--- src/rtl/pdw_pkg.sv ---
package pdw_pkg;

  typedef enum logic [1:0] {
    ST_RUN    = 2'd0,
    ST_SLEEP  = 2'd1,
    ST_SETTLE = 2'd2
  } pdw_state_e;

  localparam int ACT_W = 4;

  // one-hot action codes, bit order is part of the port contract
  localparam logic [ACT_W-1:0] ACT_NONE = 4'b0000;
  localparam logic [ACT_W-1:0] ACT_FULL = 4'b0001;
  localparam logic [ACT_W-1:0] ACT_PCSP = 4'b0010;
  localparam logic [ACT_W-1:0] ACT_NEXT = 4'b0100;
  localparam logic [ACT_W-1:0] ACT_IRQ  = 4'b1000;

endpackage

--- src/rtl/pdw_rst_sync.sv ---
module pdw_rst_sync (
  input  logic clk,
  input  logic rst_n_i,
  output logic rst_n_o
);
  logic [1:0] sync_q;

  always_ff @(posedge clk or negedge rst_n_i) begin
    if (!rst_n_i) sync_q <= 2'b00;
    else          sync_q <= {sync_q[0], 1'b1};
  end

  assign rst_n_o = sync_q[1];
endmodule

--- src/rtl/pdw_edge_det.sv ---
module pdw_edge_det #(
  parameter int PA_W  = 8,
  parameter int NIB_N = 4
) (
  input  logic               clk,
  input  logic               rst_n,
  input  logic [PA_W-1:0]    pa_i,
  input  logic [PA_W-1:0]    pa_rise_i,
  input  logic [PA_W-1:0]    pa_en_i,
  input  logic [4*NIB_N-1:0] px_i,
  input  logic [NIB_N-1:0]   px_rise_i,
  input  logic [NIB_N-1:0]   px_en_i,
  output logic               hit_o
);
  localparam int PX_W = 4 * NIB_N;

  logic [PA_W-1:0]  pa_q, pa_d;
  logic [PX_W-1:0]  px_q, px_d;
  logic [PA_W-1:0]  pa_hit;
  logic [NIB_N-1:0] nib_hit;
  logic             smp_en;

  // history registers track the pins every cycle
  assign smp_en = 1'b1;

  always_comb begin
    pa_d = pa_q;
    px_d = px_q;
    if (smp_en) begin
      pa_d = pa_i;
      px_d = px_i;
    end
  end

  always_ff @(posedge clk or negedge rst_n) begin
    if (!rst_n) begin
      pa_q <= '0;
      px_q <= '0;
    end else begin
      pa_q <= pa_d;
      px_q <= px_d;
    end
  end

  for (genvar p = 0; p < PA_W; p++) begin : g_pa
    logic up, dn;
    assign up        = pa_i[p] & ~pa_q[p];
    assign dn        = ~pa_i[p] & pa_q[p];
    assign pa_hit[p] = pa_en_i[p] & (pa_rise_i[p] ? up : dn);
  end

  for (genvar n = 0; n < NIB_N; n++) begin : g_nib
    logic [3:0] cur, prv;
    assign cur        = px_i[4*n +: 4];
    assign prv        = px_q[4*n +: 4];
    assign nib_hit[n] = px_en_i[n] &
                        (px_rise_i[n] ? |(cur & ~prv) : |(~cur & prv));
  end

  assign hit_o = (|pa_hit) | (|nib_hit);
endmodule

--- src/rtl/pdw_irq_arb.sv ---
module pdw_irq_arb #(
  parameter int IRQ_N = 4,
  localparam int IW   = (IRQ_N > 1) ? $clog2(IRQ_N) : 1
) (
  input  logic             clk,
  input  logic             rst_n,
  input  logic             snap_i,
  input  logic [IRQ_N-1:0] req_i,
  input  logic [IRQ_N-1:0] en_i,
  input  logic             stack_full_i,
  output logic             hit_o,
  output logic [IW-1:0]    sel_o,
  output logic             serve_o
);
  logic [IRQ_N-1:0] arm_q, arm_d;
  logic [IRQ_N-1:0] live;

  // requests already up at halt time are disarmed for that halt
  always_comb begin
    arm_d = arm_q;
    if (snap_i) arm_d = ~req_i;
  end

  always_ff @(posedge clk or negedge rst_n) begin
    if (!rst_n) arm_q <= '0;
    else        arm_q <= arm_d;
  end

  assign live  = req_i & arm_q;
  assign hit_o = |live;

  always_comb begin
    sel_o = '0;
    for (int i = IRQ_N - 1; i >= 0; i--) begin
      if (live[i]) sel_o = IW'(i);
    end
  end

  assign serve_o = en_i[sel_o] & ~stack_full_i;
endmodule

--- src/rtl/pdw_settle_tmr.sv ---
module pdw_settle_tmr #(
  parameter int SETTLE_CYC = 512,
  localparam int CW        = (SETTLE_CYC > 2) ? $clog2(SETTLE_CYC) : 1
) (
  input  logic clk,
  input  logic rst_n,
  input  logic start_i,
  input  logic run_i,
  output logic done_o
);
  logic [CW-1:0] cnt_q, cnt_d;

  always_comb begin
    cnt_d = cnt_q;
    if (start_i)    cnt_d = '0;
    else if (run_i) cnt_d = cnt_q + 1'b1;
  end

  always_ff @(posedge clk or negedge rst_n) begin
    if (!rst_n) cnt_q <= '0;
    else        cnt_q <= cnt_d;
  end

  assign done_o = run_i && (cnt_q == CW'(SETTLE_CYC - 1));
endmodule

--- src/rtl/pdwake_ctrl.sv ---
module pdwake_ctrl
  import pdw_pkg::*;
#(
  parameter int PA_W       = 8,
  parameter int NIB_N      = 4,
  parameter int IRQ_N      = 4,
  parameter int SETTLE_CYC = 512,
  localparam int PX_W      = 4 * NIB_N,
  localparam int IW        = (IRQ_N > 1) ? $clog2(IRQ_N) : 1
) (
  input  logic               clk,
  input  logic               rst_n,
  input  logic               halt_i,
  input  logic               wdt_clr_i,
  input  logic               ext_rst_i,
  input  logic               wdt_ovf_i,
  input  logic               ptr_ovf_i,
  input  logic               ptr_zero_i,
  input  logic [PA_W-1:0]    pa_i,
  input  logic [PA_W-1:0]    pa_rise_i,
  input  logic [PA_W-1:0]    pa_en_i,
  input  logic [PX_W-1:0]    px_i,
  input  logic [NIB_N-1:0]   px_rise_i,
  input  logic [NIB_N-1:0]   px_en_i,
  input  logic [IRQ_N-1:0]   irq_req_i,
  input  logic [IRQ_N-1:0]   irq_en_i,
  input  logic               stack_full_i,
  output logic               halted_o,
  output logic [ACT_W-1:0]   act_o,
  output logic [IW-1:0]      irq_sel_o,
  output logic               pd_flag_o,
  output logic               to_flag_o
);
  logic             rst_sn;
  pdw_state_e       st_q, st_d;
  logic [ACT_W-1:0] act_q, act_d, pend_q, pend_d;
  logic [IW-1:0]    sel_q, sel_d;
  logic             pd_q, pd_d, to_q, to_d;
  logic             settling, asleep, halt_take;
  logic             pin_hit, irq_hit, irq_serve, tmr_done, tmr_start;
  logic [IW-1:0]    irq_pick;
  logic             wake_wdt, wake_ptr, wake_any;

  pdw_rst_sync u_rsync (
    .clk     (clk),
    .rst_n_i (rst_n),
    .rst_n_o (rst_sn)
  );

  assign settling  = (st_q == ST_SETTLE);
  assign asleep    = (st_q == ST_SLEEP);
  assign halt_take = (st_q == ST_RUN) && halt_i;

  pdw_edge_det #(.PA_W(PA_W), .NIB_N(NIB_N)) u_edge (
    .clk       (clk),
    .rst_n     (rst_sn),
    .pa_i      (pa_i),
    .pa_rise_i (pa_rise_i),
    .pa_en_i   (pa_en_i),
    .px_i      (px_i),
    .px_rise_i (px_rise_i),
    .px_en_i   (px_en_i),
    .hit_o     (pin_hit)
  );

  pdw_irq_arb #(.IRQ_N(IRQ_N)) u_irq (
    .clk          (clk),
    .rst_n        (rst_sn),
    .snap_i       (halt_take),
    .req_i        (irq_req_i),
    .en_i         (irq_en_i),
    .stack_full_i (stack_full_i),
    .hit_o        (irq_hit),
    .sel_o        (irq_pick),
    .serve_o      (irq_serve)
  );

  pdw_settle_tmr #(.SETTLE_CYC(SETTLE_CYC)) u_tmr (
    .clk     (clk),
    .rst_n   (rst_sn),
    .start_i (tmr_start),
    .run_i   (settling),
    .done_o  (tmr_done)
  );

  // the period-timer register contents pick which overflow may wake
  assign wake_wdt = wdt_ovf_i & ptr_zero_i;
  assign wake_ptr = ptr_ovf_i & ~ptr_zero_i;
  assign wake_any = ext_rst_i | wake_wdt | wake_ptr | irq_hit | pin_hit;

  always_comb begin
    st_d      = st_q;
    pend_d    = pend_q;
    sel_d     = sel_q;
    pd_d      = pd_q;
    to_d      = to_q;
    act_d     = ACT_NONE;
    tmr_start = 1'b0;
    unique case (st_q)
      ST_RUN: begin
        if (halt_i) begin
          st_d = ST_SLEEP;
          pd_d = 1'b1;
        end else if (wdt_clr_i) begin
          pd_d = 1'b0;
        end
      end
      ST_SLEEP: begin
        if (wake_any) begin
          st_d      = ST_SETTLE;
          tmr_start = 1'b1;
          if (ext_rst_i) begin
            pend_d = ACT_FULL;
          end else if (wake_wdt) begin
            pend_d = ACT_PCSP;
            to_d   = 1'b1;
          end else if (wake_ptr) begin
            pend_d = ACT_NEXT;
          end else if (irq_hit) begin
            pend_d = irq_serve ? ACT_IRQ : ACT_NEXT;
            sel_d  = irq_pick;
          end else begin
            pend_d = ACT_NEXT;
          end
        end
      end
      ST_SETTLE: begin
        if (ext_rst_i) pend_d = ACT_FULL;
        if (tmr_done) begin
          st_d  = ST_RUN;
          act_d = pend_d;
          if (pend_d == ACT_FULL) begin
            pd_d = 1'b0;
            to_d = 1'b0;
          end
        end
      end
      default: st_d = ST_RUN;
    endcase
  end

  always_ff @(posedge clk or negedge rst_sn) begin
    if (!rst_sn) begin
      st_q   <= ST_RUN;
      act_q  <= ACT_NONE;
      pend_q <= ACT_NONE;
      sel_q  <= '0;
    end else begin
      st_q   <= st_d;
      act_q  <= act_d;
      pend_q <= pend_d;
      sel_q  <= sel_d;
    end
  end

  always_ff @(posedge clk or negedge rst_sn) begin
    if (!rst_sn) begin
      pd_q <= 1'b0;
      to_q <= 1'b0;
    end else begin
      pd_q <= pd_d;
      to_q <= to_d;
    end
  end

  assign halted_o  = asleep | settling;
  assign act_o     = act_q;
  assign irq_sel_o = sel_q;
  assign pd_flag_o = pd_q;
  assign to_flag_o = to_q;
endmodule

--- config.mk ---
export PLATFORM = sky130hd
export DESIGN_NAME = pdwake_ctrl
export DESIGN_NICKNAME = d
export VERILOG_FILES = /design/src/rtl/pdw_pkg.sv /design/src/rtl/pdw_rst_sync.sv /design/src/rtl/pdw_edge_det.sv /design/src/rtl/pdw_irq_arb.sv /design/src/rtl/pdw_settle_tmr.sv /design/src/rtl/pdwake_ctrl.sv
export SDC_FILE = /design/constraint.sdc
export NUM_CORES = 1
export LEC_CHECK = 0
export BUFFER_PORTS_ARGS = -buffer_cell sky130_fd_sc_hd__buf_2
export CAP_MARGIN = 15
export CORE_MARGIN = 10
export CORE_UTILIZATION = 36
export CTS_CLUSTER_DIAMETER = 60
export DETAILED_ROUTE_END_ITERATION = 8
export HOLD_SLACK_MARGIN = 0.03
export PLACE_DENSITY = 0.58
export SLEW_MARGIN = 20
export SYNTH_ARGS = -nofsm -noshare
export SYNTH_HDL_FRONTEND = slang
export SYNTH_SLANG_ARGS = --single-unit
--- constraint.sdc ---
create_clock -name clk -period 3.8 [get_ports clk]
set_input_delay 0.76 -clock clk [delete_from_list [all_inputs] [get_ports clk]]
set_output_delay 0.76 -clock clk [all_outputs]
set_load 0.01 [all_outputs]
-- Word level (Yosys, flattened, before mapping)
Index checks and enable logic that the tools add are counted.
- output and inout bits: 9
- word-level logic and storage cells: 168
- flip-flop bits (word level): 53
- bits of input ports: 65
- magnitude comparators: 1
- bitwise operators: 76
- muxes and demuxes: 46
- equality and inequality tests: 11
- $add $sub $neg: 1
- reduce and logical (&&, ||, !) cells: 22
- operators by type and width (kind ; count):
    4-bit 2-to-1 mux ; 10
    4-bit OR reduction ; 10
    4-bit bitwise AND ; 9
    4-bit NOT ; 9
    1-bit bitwise AND ; 31
    1-bit 2-to-1 mux ; 22
    1-bit NOT ; 21
    9-bit 2-to-1 mux ; 2
    2-bit 2-to-1 mux ; 7
    6-bit AND reduction ; 2
    9-bit by 1-bit adder with 9-bit output (second input constant) ; 1
    9-bit equality test (second input constant) ; 1
    2-bit by 1-bit != test with 1-bit output (second input constant) ; 4
    4-bit one-hot mux with 2 select lines ; 1
    8-bit OR reduction ; 1
    1-bit OR ; 6
    2-bit one-hot mux with 3 select lines ; 1
    2-bit nonzero test ; 3
    4-bit by 1-bit equality test with 1-bit output (second input constant) ; 1
    2-bit != test (second input constant) ; 2
    1-bit one-hot mux with 2 select lines ; 2
    4-bit AND reduction ; 1
    2-bit by 3-bit less-than comparator with 1-bit output (second input constant) ; 1
    3-bit != test (second input constant) ; 1
    7 further kinds ; 8

-- Longest topological paths before layout
- depth after elaboration: 15
- mapped depth: 9
- depth with buffers taken out: 9

-- Hierarchy
A second synthesis with hierarchy kept.
- cells, all modules: 237
- area, all modules: 2572.5 sq um
- by module, submodules not included (module ; cells each ; seq. area each (sq um) ; area each (sq um) ; instances):
    pdw_edge_det ; 91 ; 600.6 ; 1039.7 ; 1
    pdwake_ctrl ; 72 ; 350.3 ; 788.3 ; 1
    pdw_settle_tmr ; 44 ; 225.2 ; 445.4 ; 1
    pdw_irq_arb ; 27 ; 100.1 ; 245.2 ; 1
    pdw_rst_sync ; 3 ; 50.0 ; 53.8 ; 1

-- Worst setup path before layout
OpenSTA, ideal clock, no wires.
- path type: in2reg
- start point: input port px_i[7]
- end point: register pend_q[2]
- path slack: 1.555 ns
- stages: 6
- path buffers: 0
- data required time: 3.671 ns
- library setup time: 0.129 ns
- arrival time: 2.116 ns
- cell sequence: and2b_1 > a2111oi_2 > o21ai_1 > a2111oi_4 > a31oi_1 > o2bb2ai_1
- word-level cells in the longest chain between the ends: 10
- elaborated cells between the ends (all ways): 12
- those cells by class: eq/ne (1); mux (1); bitwise (6); reduce/logical (4)
- RTL lines (item ; RTL line ; text):
    from (decl) ; pdwake_ctrl.sv:22 ; input logic [PX_W-1:0] px_i,
    4-bit NOT ; pdw_edge_det.sv:57 ; (px_rise_i[n] ? |(cur & ~prv) : |(~cur & prv));
    4-bit bitwise AND ; pdw_edge_det.sv:57 ;
    4-bit OR reduction ; pdw_edge_det.sv:57 ;
    1-bit 2-to-1 mux * ; pdw_edge_det.sv:57 ;
    1-bit bitwise AND * ; pdw_edge_det.sv:56 ; assign nib_hit[n] = px_en_i[n] &
    4-bit OR reduction * ; pdw_edge_det.sv:60 ; assign hit_o = (|pa_hit) | (|nib_hit);
    1-bit OR * ; pdw_edge_det.sv:60 ;
    1-bit OR * ; pdwake_ctrl.sv:89 ; assign wake_any = ext_rst_i | wake_wdt | wake_ptr | irq_hit | pin_hit;
    2-bit by 1-bit != test with 1-bit output (no line) * ; -- ;
    2-bit AND reduction (no line) * ; -- ;
    to (signal assigned) ; pdwake_ctrl.sv:151 ; pend_q <= pend_d;
    to (decl) ; pdwake_ctrl.sv:36 ; logic [ACT_W-1:0] act_q, act_d, pend_q, pend_d;
Every way passes the cells marked *; elsewhere a longest branch is shown, timed or not.
A chain may end at the register's enable or synchronous reset.

-- Final worst setup path
- start point: input port px_i[1]
- end point: register pend_q[2]
Same word-level chain as after synthesis.

==> reports/summary.log <==
qor: run_status.outcome finished clean
qor: critical_path.end_kind flip-flop
qor: power.power_frac_comb 31.9%
qor: sta.finalHoldViolations 0
qor: power.finalPower 0.00164 W
qor: sta.timing.slew.headroom 59.9%
qor: clocking.cts-root-to-sink-buffers 2
qor: die.num_io_pins 74
qor: logic_synthesis.yosysWarningCount 0
qor: critical_path.r2r_slack 1.64 ns
qor: die.fp.dieW 105 microns
qor: power.ir_drop 189 uV
qor: clocking.numCtsBuffers 5
qor: clocking.cts-resized-gates 0
qor: finish.nets 388
qor: placement.gp_routability_congestion 0.815
qor: min_path.hold_path_class flip-flop to async pin
qor: clocking.clk_transition_reported_paths 0.10 ns
qor: die.row_count 30
qor: critical_path.cp_slowest_cell a2111oi_4
qor: logic_synthesis.syn_nets 310
qor: drt.dr.pass1.iters 4
qor: die.design.die.area 0.0110 sq mm
qor: drt.drt.antenna.violating_nets 0
qor: finish.non_filler_cells_final 416
qor: critical_path.crit_path_end pend_q[2]
qor: drt.drtIter0Drc 54
qor: critical_path.worst-endpoint-required 3.99 ns
qor: drt.drt_drc_violations_left 0
qor: logic_synthesis.netlist-cell-type-count 54
qor: logic_synthesis.syn-mean-instance-area 10.8 sq um
qor: clocking.tritoncts built
qor: sta.timing.setup.tns 0 ns
qor: logic_synthesis.synth-edff-count 0
qor: global_route.grt_first_pass_wirelength 10.0 mm
qor: critical_path.timing.rr.end pd_flag_o
qor: placement.dp_hpwl 4.69 mm
qor: critical_path.worstPathMaxFanout 6
qor: die.design.core.area 0.00691 sq mm
qor: logic_synthesis.ys_seq_area_share 51.1%
qor: global_route.global_route.overflow_total 0
qor: clocking.clock-sinks 53
qor: clocking.clock_insertion_delay_worst_skew 0.30 ns
qor: critical_path.worst_r2r_path_depth 6
qor: critical_path.critPathMaxStageDelay 0.50 ns
qor: logic_synthesis.asyncSetResetFlopFracSynth 100%
qor: placement.dpl.cell_count 407
qor: sta.final.period_utilization 58.4%
qor: logic_synthesis.ys.flop_type dfrtp_1
qor: power.switching_share_of_power 32.6%
qor: sta.finClkSkew 0.0121 ns
qor: finish.drive_above_1_share 30.4%
qor: sta.timing_max_transition_violations_final 0
qor: power.seq_power_share 44.2%
qor: global_route.initial_antenna_violation_count 1
qor: flow_run.timing.max_cap.violations 0
qor: critical_path.worst-endpoint-arrival 2.41 ns
qor: power.internal_cell_power 0.00111 W
qor: clocking.cts.htree.levels 2
qor: drt.wl 5.84 mm
qor: logic_synthesis.synthesis.instances 240
qor: power.proportion_of_power_drawn_by_the_clock_network 23.9%
qor: sta.max_slew.worst_pin.slew 0.601 ns
qor: global_route.grt_start_max_net_pins 36
qor: critical_path.critical_path.startpoint_type input port
qor: clocking.cts-hold-fix-buffers 0
qor: placement.preCtsSetupSlack 1.22 ns
qor: power.p_per_area 515 mW/mm^2
qor: logic_synthesis.synthesis.area 0.00260 sq mm
qor: sta.final.setup.worst_slack 1.58 ns
qor: finish.syn_to_final_growth 22.6%
qor: die.initial_utilization 37.6%
qor: global_route.via_count_of_the_first_global_routing_pass 2,180
qor: drt.routedWlPerCell 14.0 microns
qor: power.power.leakage 1.55 nW
qor: die.dieHeight 105 microns
qor: sta.final_period_demand_of_the_worst_path 2.22 ns
qor: clocking.clock_tree_root_buffer_cell clkbuf_8
qor: sta.hold_ws 0.172 ns
qor: sta.rsz_0062_raised_after_global_routing no
qor: sta.max_clock_freq 450 MHz
qor: clocking.cts_setup_buffers 0
qor: power.power_switching 0.000535 W
qor: logic_synthesis.postSynthRegisterBits 53
qor: drt.post_drt_via_cell_ratio 4.90
qor: critical_path.timing_worst_setup_path_type input port to flip-flop
qor: global_route.grt_use_total 10.9%
qor: placement.port_buffers 73
qor: critical_path.critical_path.reg2reg.startpoint st_q[0]
qor: critical_path.worstPathCellList buf_2 -> inv_1 -> a2111oi_0 -> o311ai_1 -> a2111oi_4 -> a31oi_1 -> o2bb2ai_1
qor: sta.finalSetupViolations 0
qor: critical_path.worstSetupStartpoint px_i[1]
qor: drt.vias_after_detailed_routing 2,037
-- cells in the mapped netlist (2+ instances only) --
master	number	area, sq um
nor2_1	16	60.1
or2b_2	2	17.5
nand4_1	5	31.3
nand3_1	3	15.0
and3_1	7	43.8
nand2b_1	13	81.3
mux2i_1	2	20.0
and2b_1	3	22.5
o22a_1	2	17.5
ha_1	5	62.6
mux2_2	2	22.5
nand2_1	19	71.3
inv_1	11	41.3
o41ai_2	2	32.5
nor3b_1	7	52.6
a31oi_1	2	12.5
xnor2_1	2	17.5
and3b_1	8	70.1
xor2_1	5	43.8
a21oi_1	6	30.0
dfrtp_1	53	1330
o21ai_1	2	10.0
nor2b_1	16	100
a41o_1	4	40.0
o21ai_0	14	70.1
-- power groups by stage --
stage | Combinational [W] | Sequential [W] | Clock [W]
5_1_grt | 0.000586 | 0.000741 | 0.000437
4_1_cts | 0.000529 | 0.000726 | 0.000407
6_report | 0.000524 | 0.000726 | 0.000391
2_1_floorplan | 0.000374 | 0.000734 | 0
3_3_place_gp | 0.000520 | 0.000736 | 0
3_5_place_dp | 0.000526 | 0.000736 | 0
-- through the flow --
step	cell area, sq um	utilization [%]
floorplan	2600	-
global placement	3070	44.4
detailed placement	3070	44.4
CTS	3180	46.1
global route	3180	46.1
finish	3180	46.1
-- registers in the layout, summed over array words and instances, names as in the netlist --
signal          count
act_o               4
irq_sel_o           2
pd_flag_o           1
pend_q              4
st_q                2
to_flag_o           1
u_edge.pa_q         8
u_edge.px_q        16
u_irq.arm_q         4
u_rsync.sync_q      2
u_tmr.cnt_q         9
-- placed cells by master (no fill, tap or decap), types with 2 or more instances in the layout --
cell type / count
buf_2: 73
and3_1: 7
nand3_1: 3
inv_1: 11
nand2b_1: 13
o21ai_0: 14
mux2i_1: 2
clkbuf_8: 6
xnor2_1: 2
o22a_1: 2
nor2_1: 16
nand2_1: 19
nor3b_1: 7
dfrtp_1: 52
a21oi_1: 6
o41ai_2: 2
and3b_1: 8
ha_1: 5
xor2_1: 5
nand4_1: 5
a41o_1: 4
or2b_2: 2
nor2b_1: 16
o21ai_1: 2
and2b_1: 3
mux2_2: 2
a31oi_1: 2
-- cell type report --
cell class | instances | area [sq um]
Fill cell | 693 | 3720
Multi-Input combinational cell | 173 | 1200
Inverter | 11 | 41.3
Clock buffer | 7 | 86.3
Clock inverter | 1 | 30.0
Antenna cell | 1 | 2.50
Sequential cell | 53 | 1330
Timing Repair Buffer | 74 | 373
Tap cell | 96 | 120
-- critical path, delay by kind of cell --
kind            cells  cell delay, ns
compound gates      5            1.51
buf+inv             2            0.14
-- cell families after synthesis --
kind of cell               after synthesis  synth area share (%)
AOI/OAI and AO/OA                       52                  16.3
xor gates and xnor gates                 7                  2.36
adders and majority gates                5                  2.41
buffers and inverters                   14                  2.60
DFF                                     53                  51.1
muxes                                    4                  1.64
other                                    1                 0.144
and+or+nand+nor                        104                  23.5
-- per-layer routing --
metal | part of all wire, % | up-vias | wire length (microns) | global-route usage, %
li1 | - | 1015 | - | -
met1 | 45 | 960 | 2630 | 13.0
met2 | 48 | 54 | 2800 | 17.9
met3 | 4.8 | 8 | 283 | 2.95
met4 | 2.1 | 0 | 123 | 4.61
met5 | 0 | - | 0 | 0
-- how the worst min path moves through the flow --
stage / to / slack [ns] / depth (start not counted)
final: u_tmr.cnt_q[2] / 0.17 / 0
after global routing: u_rsync.sync_q[0] / 0.22 / 1
after CTS: u_tmr.cnt_q[2] / 0.20 / 0
after detailed placement: u_tmr.cnt_q[6] / 0.20 / 0
after global placement: u_tmr.cnt_q[5] / 0.20 / 0
after floorplan: u_rsync.sync_q[1] / 0.33 / 0
No activity file was read; power rests on OpenSTA's default activity.
